[src/rtl/boot_pkg.sv]
package boot_pkg;
    typedef enum logic [2:0] {
        ST_IDLE   = 3'd0,
        ST_HDR    = 3'd1,
        ST_HCHK   = 3'd2,
        ST_SUM    = 3'd3,
        ST_CMP    = 3'd4,
        ST_COPY   = 3'd5,
        ST_SETTLE = 3'd6,
        ST_RUN    = 3'd7
    } boot_st_e;

    localparam int HDR_BYTES = 8;
endpackage

[src/rtl/crc32_step.sv]
module crc32_step #(
    parameter logic [31:0] POLY = 32'hEDB88320
) (
    input  logic [31:0] crc_in,
    input  logic [7:0]  data,
    output logic [31:0] crc_out
);
    logic [31:0] acc;

    always_comb begin
        acc = crc_in ^ {24'd0, data};
        for (int b = 0; b < 8; b++) begin
            if (acc[0]) acc = (acc >> 1) ^ POLY;
            else        acc = acc >> 1;
        end
        crc_out = acc;
    end
endmodule

[src/rtl/wait_timer.sv]
module wait_timer #(
    parameter int LIMIT = 16
) (
    input  logic clk,
    input  logic rst_n,
    input  logic clr,
    input  logic en,
    output logic hit
);
    localparam int W = $clog2(LIMIT + 1);
    localparam logic [W-1:0] LIM = W'(LIMIT);

    logic [W-1:0] cnt_d, cnt_q;

    always_comb begin
        cnt_d = cnt_q;
        if (clr)                    cnt_d = '0;
        else if (en && cnt_q != LIM) cnt_d = cnt_q + W'(1);
    end

    always_ff @(posedge clk or negedge rst_n) begin
        if (!rst_n) cnt_q <= '0;
        else        cnt_q <= cnt_d;
    end

    assign hit = (cnt_q == LIM);
endmodule

[src/rtl/boot_image_loader.sv]
module boot_image_loader
    import boot_pkg::*;
#(
    parameter int ADDR_W      = 16,
    parameter int PRAM_AW     = 6,
    parameter int BTN_N       = 8,
    parameter int SKIP_BTN    = 7,
    parameter int SETTLE_CYC  = 32,
    parameter int TIMEOUT_CYC = 64
) (
    input  logic               clk,
    input  logic               rst_n,
    input  logic [BTN_N-1:0]   btn,
    output logic               ee_req,
    output logic [ADDR_W-1:0]  ee_addr,
    input  logic [7:0]         ee_rdata,
    input  logic               ee_valid,
    output logic               pram_we,
    output logic [PRAM_AW-1:0] pram_addr,
    output logic [7:0]         pram_wdata,
    output logic               cpu_rst_n,
    output logic               boot_done,
    output logic               src_eeprom
);
    localparam int DEPTH = 1 << PRAM_AW;
    localparam int CNT_W = PRAM_AW + 1;
    localparam logic [ADDR_W-1:0] PAY_BASE = ADDR_W'(HDR_BYTES);
    localparam logic [ADDR_W-1:0] HDR_LAST = ADDR_W'(HDR_BYTES - 1);

    typedef struct packed {
        boot_st_e           st;
        logic [ADDR_W-1:0]  addr;
        logic [CNT_W-1:0]   cnt;
        logic [CNT_W-1:0]   len;
        logic [63:0]        hdr;
        logic [31:0]        crc;
        logic               src;
        logic               we;
        logic [PRAM_AW-1:0] waddr;
        logic [7:0]         wdata;
    } ctl_t;

    ctl_t r_d, r_q;

    logic [31:0] crc_nx;
    logic [31:0] len32;
    logic        req_w;
    logic        tmo_hit;
    logic        settle_hit;
    logic        last_byte;

    crc32_step #(.POLY(32'hEDB88320)) u_crc (
        .crc_in  (r_q.crc),
        .data    (ee_rdata),
        .crc_out (crc_nx)
    );

    wait_timer #(.LIMIT(TIMEOUT_CYC)) u_tmo (
        .clk   (clk),
        .rst_n (rst_n),
        .clr   (!req_w || ee_valid),
        .en    (req_w),
        .hit   (tmo_hit)
    );

    wait_timer #(.LIMIT(SETTLE_CYC)) u_settle (
        .clk   (clk),
        .rst_n (rst_n),
        .clr   (r_q.st != ST_SETTLE),
        .en    (r_q.st == ST_SETTLE),
        .hit   (settle_hit)
    );

    assign req_w     = (r_q.st == ST_HDR) || (r_q.st == ST_SUM) || (r_q.st == ST_COPY);
    assign len32     = r_q.hdr[31:0];
    assign last_byte = (r_q.cnt == r_q.len - CNT_W'(1));

    always_comb begin
        r_d    = r_q;
        r_d.we = 1'b0;
        unique case (r_q.st)
            ST_IDLE: begin
                if (btn[SKIP_BTN]) r_d.st = ST_SETTLE;
                else begin
                    r_d.st   = ST_HDR;
                    r_d.addr = '0;
                end
            end
            ST_HDR: begin
                if (ee_valid) begin
                    r_d.hdr  = {ee_rdata, r_q.hdr[63:8]};
                    r_d.addr = r_q.addr + ADDR_W'(1);
                    if (r_q.addr == HDR_LAST) r_d.st = ST_HCHK;
                end else if (tmo_hit) begin
                    r_d.st = ST_SETTLE;
                end
            end
            ST_HCHK: begin
                if (len32 == 32'd0 || len32 > 32'(DEPTH)) r_d.st = ST_SETTLE;
                else begin
                    r_d.len = len32[CNT_W-1:0];
                    r_d.crc = '1;
                    r_d.cnt = '0;
                    r_d.st  = ST_SUM;
                end
            end
            ST_SUM: begin
                if (ee_valid) begin
                    r_d.crc  = crc_nx;
                    r_d.addr = r_q.addr + ADDR_W'(1);
                    r_d.cnt  = r_q.cnt + CNT_W'(1);
                    if (last_byte) r_d.st = ST_CMP;
                end else if (tmo_hit) begin
                    r_d.st = ST_SETTLE;
                end
            end
            ST_CMP: begin
                if (~r_q.crc == r_q.hdr[63:32]) begin
                    r_d.st   = ST_COPY;
                    r_d.addr = PAY_BASE;
                    r_d.cnt  = '0;
                end else begin
                    r_d.st = ST_SETTLE;
                end
            end
            ST_COPY: begin
                if (ee_valid) begin
                    r_d.we    = 1'b1;
                    r_d.waddr = r_q.cnt[PRAM_AW-1:0];
                    r_d.wdata = ee_rdata;
                    r_d.addr  = r_q.addr + ADDR_W'(1);
                    r_d.cnt   = r_q.cnt + CNT_W'(1);
                    if (last_byte) begin
                        r_d.st  = ST_SETTLE;
                        r_d.src = 1'b1;
                    end
                end else if (tmo_hit) begin
                    r_d.st = ST_SETTLE;
                end
            end
            ST_SETTLE: begin
                if (settle_hit) r_d.st = ST_RUN;
            end
            ST_RUN: ;
            default: r_d.st = ST_IDLE;
        endcase
    end

    always_ff @(posedge clk or negedge rst_n) begin
        if (!rst_n) r_q <= '0;
        else        r_q <= r_d;
    end

    assign ee_req     = req_w;
    assign ee_addr    = r_q.addr;
    assign pram_we    = r_q.we;
    assign pram_addr  = r_q.waddr;
    assign pram_wdata = r_q.wdata;
    assign boot_done  = (r_q.st == ST_RUN);
    assign cpu_rst_n  = boot_done;
    assign src_eeprom = boot_done && r_q.src;
endmodule

[config.mk]
export PLATFORM = sky130hd
export DESIGN_NAME = boot_image_loader
export DESIGN_NICKNAME = d
export VERILOG_FILES = /design/src/rtl/boot_pkg.sv /design/src/rtl/crc32_step.sv /design/src/rtl/wait_timer.sv /design/src/rtl/boot_image_loader.sv
export SDC_FILE = /design/constraint.sdc
export NUM_CORES = 1
export LEC_CHECK = 0
export BUFFER_PORTS_ARGS = -buffer_cell sky130_fd_sc_hd__clkbuf_2
export CORE_ASPECT_RATIO = 0.75
export CORE_MARGIN = 4
export CORE_UTILIZATION = 50
export DETAILED_ROUTE_END_ITERATION = 10
export GPL_ROUTABILITY_DRIVEN = 0
export PLACE_DENSITY = 0.69
export SYNTH_ARGS = -nofsm -noshare
export SYNTH_HDL_FRONTEND = slang
export SYNTH_HIERARCHICAL = 1
export SYNTH_SLANG_ARGS = --single-unit
[constraint.sdc]
create_clock -name clk -period 6.6 [get_ports clk]
set_input_delay 1.32 -clock clk [delete_from_list [all_inputs] [get_ports clk]]
set_output_delay 1.32 -clock clk [all_outputs]
set_load 0.03 [all_outputs]
==> results.md <==
* NumNets Final at 894
* Most common library cells after synthesis: dfrtp_1, nand2_1, mux2_2, nor2_1, o21ai_0
* Worst clock skew at 8.546 ps
* CP Cell Sequence: inv_1 > a21oi_1 > buf_4 > clkbuf_2
* Initial Util at 51.11%
* Post-synth cell types at 74
* Switch share at 21.91%
* Tightest Pin Transition at 1176 ps
* Worst r2r path cells at 7
* Seq/Total Area, Yosys at 43.82%
* R2r setup slk at 3560 ps
* Ports at 54
* Final hold violations at 0
* DR pass1 iterations at 6
* Routed vias/inst at 5.564
* Clk root buf: clkbuf_16
* Slew Limit Fails at 0
* Avg Cell Area, Syn at 10.43 sq um
* DRC viols at 0
* CP Class: reg -> out
* Clock Path Buffers at 2
* Worst-Skew Late Latency at 420 ps
* Finished Core Util at 55.61%
* Total of max-cap violations at 0
* Slowest CP cell: dfrtp_1
* Synthesized area at 0.009024 sq mm
* Total CTS buffers at 17
* Required time worst endpoint at 5280 ps
* PD cells at 212.2 mW/mm^2
* Post-Syn Nets at 891
* Setup WS pre-CTS at 2803 ps
* Final setup viols at 0
* EDFF count, synth at 0
* Area contributors post-synth: dfrtp_1, mux2_2, nand2_1, xor2_1, xnor2_1
* Worst vdd ir at 0.0001597 V
* # diodes at 0
* Slew HR at 21.58%
* Die ar. at 0.02028 sq mm
* Initial antenna violation count at 0
* Leak at 4.782 nW
* Number of synthesis warnings at 6
* H-Tree Depth at 4
* Asr flop ratio synth at 100.0%
* Largest net degree at the start of global routing at 98
* Post-cts resize count at 0
* ANT nets after route at 0
* Average routed wire per standard cell at 16.74 um
* CTS tree: built
* Total power at 2.084 mW
* Core area at 0.01766 sq mm
* Gr ovfl total at 0
* All-layer global routing usage at 19.11%
* Clock share of power at 47.7%
* Fmax at 0.2831 GHz
* Seq pwr share at 46.5%
* Tmin final at 3533 ps
* Crit path arrival time at 2210 ps
* Unrepaired setup endpoints after global routing: no
* Mapped Cells at 865
* Setup Fix Bufs, Post-CTS at 0
* Vias after detailed routing at 6243
* First-pass GRT wire length at 31320 um
* Most common cell in the netlist: dfrtp_1
* Synth Flop Type: dfrtp_1
* DIE WIDTH at 163.1 um
* Setup crit start kind: register
* Die height at 124.3 um
* Min-Delay Path Depth at 1
* FP Rows at 42
* TritonCTS Sinks at 158
* Final Worst Setup Slack at 3067 ps
* Setup crit end kind: primary output
* Dominant cell type by area after synthesis: dfrtp_1
* CP max stage delay at 810 ps
* Post-Layout Cell Count at 1122
* Post-DP HPWL at 12810 um
* Port Buffers at 46
* Number of synthesized register bits at 158
* Cells after DPL at 1091
* Setup_tns at 0 ps
* Hold-fix buffers at CTS at 0
* CTS clk-pin slew, worst paths at 70 ps
* Int Power at 1.627 mW
* Total routed wirelength at 18790 um
* Layout cells sized above 1 at 21.14%
* Gate power share at 5.8%
* Psw at 0.4566 mW
* Final period util at 53.53%
* Hold WC Path Type: reg -> reg
* Iter 0 DRT Violations at 609
* Synth top area share at 43.82%
* Crit Path Max Fanout at 25
* Status: complete, no violations
* Vias in the first global route at 5815
* Area growth syn-to-layout at 8.805%
[area by class of cell]
class,count,area [sq um]
Clock buffer,20,446.7
Clock inverter,11,142.6
Fill cell,1530,7839
Inverter,18,67.56
Multi-Input combinational cell,620,4616
Sequential cell,158,3954
Tap cell,242,302.8
Timing Repair Buffer,53,289.0
[final timing paths]
| check | startpoint | to |
|---|---|---|
| max | r_q[142] | ee_req |
| min | r_q[15] | r_q[15] |
| max reg2reg | r_q[142] | r_q[144] |
| min reg2reg | r_q[15] | r_q[15] |
| max in group asynchronous | rst_n | len32[16] |
| min in group asynchronous | rst_n | ee_addr[8] |
[through the flow]
stage / cell area [sq um] / hold WS [ps]
floorplan: 9024 / 419.7
global placement: 9229 / 432.6
detailed placement: 9229 / 436.2
CTS: 9818 / 450.8
global route: 9818 / 468.4
finish: 9818 / 447.0
[routing by layer]
layer	global-route usage, %	part of all wire (%)	vias to the layer above
li1	-	-	3028
met1	30.30	52	3065
met2	27.02	43	137
met3	3.837	3.9	13
met4	4.142	0.76	0
met5	0	0	-
[cell families after synthesis]
family,after synthesis,share of synthesized area (%)
buf+inv,87,5.227
fa+ha+maj,7,0.9706
compound gates,124,8.763
xor+xnor,108,14.91
simple gates,304,16.74
flops,158,43.82
mux,77,9.581
[sequential cells by signal (all words and copies together), names as in the netlist]
| register | flops |
|---|---|
| ee_addr | 16 |
| len32 | 32 |
| pram_addr | 6 |
| pram_wdata | 8 |
| pram_we | 1 |
| r_q | 82 |
| u_settle/cnt_q | 6 |
| u_tmo/cnt_q | 7 |
[placed cells by master, fill, tap and decap left out, types with 4 or more instances in the layout]
master / instances
inv_1: 17
nor3_1: 18
a21o_1: 4
xor3_1: 6
xor2_1: 47
nand2_1: 110
a21oi_1: 14
clkbuf_16: 17
xnor2_1: 30
clkbuf_2: 45
xnor3_1: 11
nor2b_1: 5
mux2_2: 75
or3_1: 11
a211oi_1: 4
xnor2_4: 4
and2_1: 5
nand4_1: 20
nand2b_1: 7
and3_1: 8
nor4_1: 8
a31oi_1: 19
xnor2_2: 8
ha_1: 7
clkinvlp_4: 5
dfrtp_1: 158
or4_1: 8
o21ai_0: 50
nor2_1: 57
buf_4: 7
nand3_1: 28
[power by group through the flow]
stage                     registers (mW)  logic, mW  clock network (mW)
after floorplan                    0.987     0.0821                   0
after global placement             0.986      0.122                   0
after detailed placement           0.986      0.123                   0
after CTS                          0.969      0.124                1.01
after global routing               0.968      0.133                1.05
final                              0.969      0.122               0.993
[worst max-delay path: cells and delay by family, from the launching register on]
family	cells	cell delay, ps
buf+inv	3	770
flops	1	810
compound gates	1	210
Note: power is estimated with default switching activity, not from simulation.
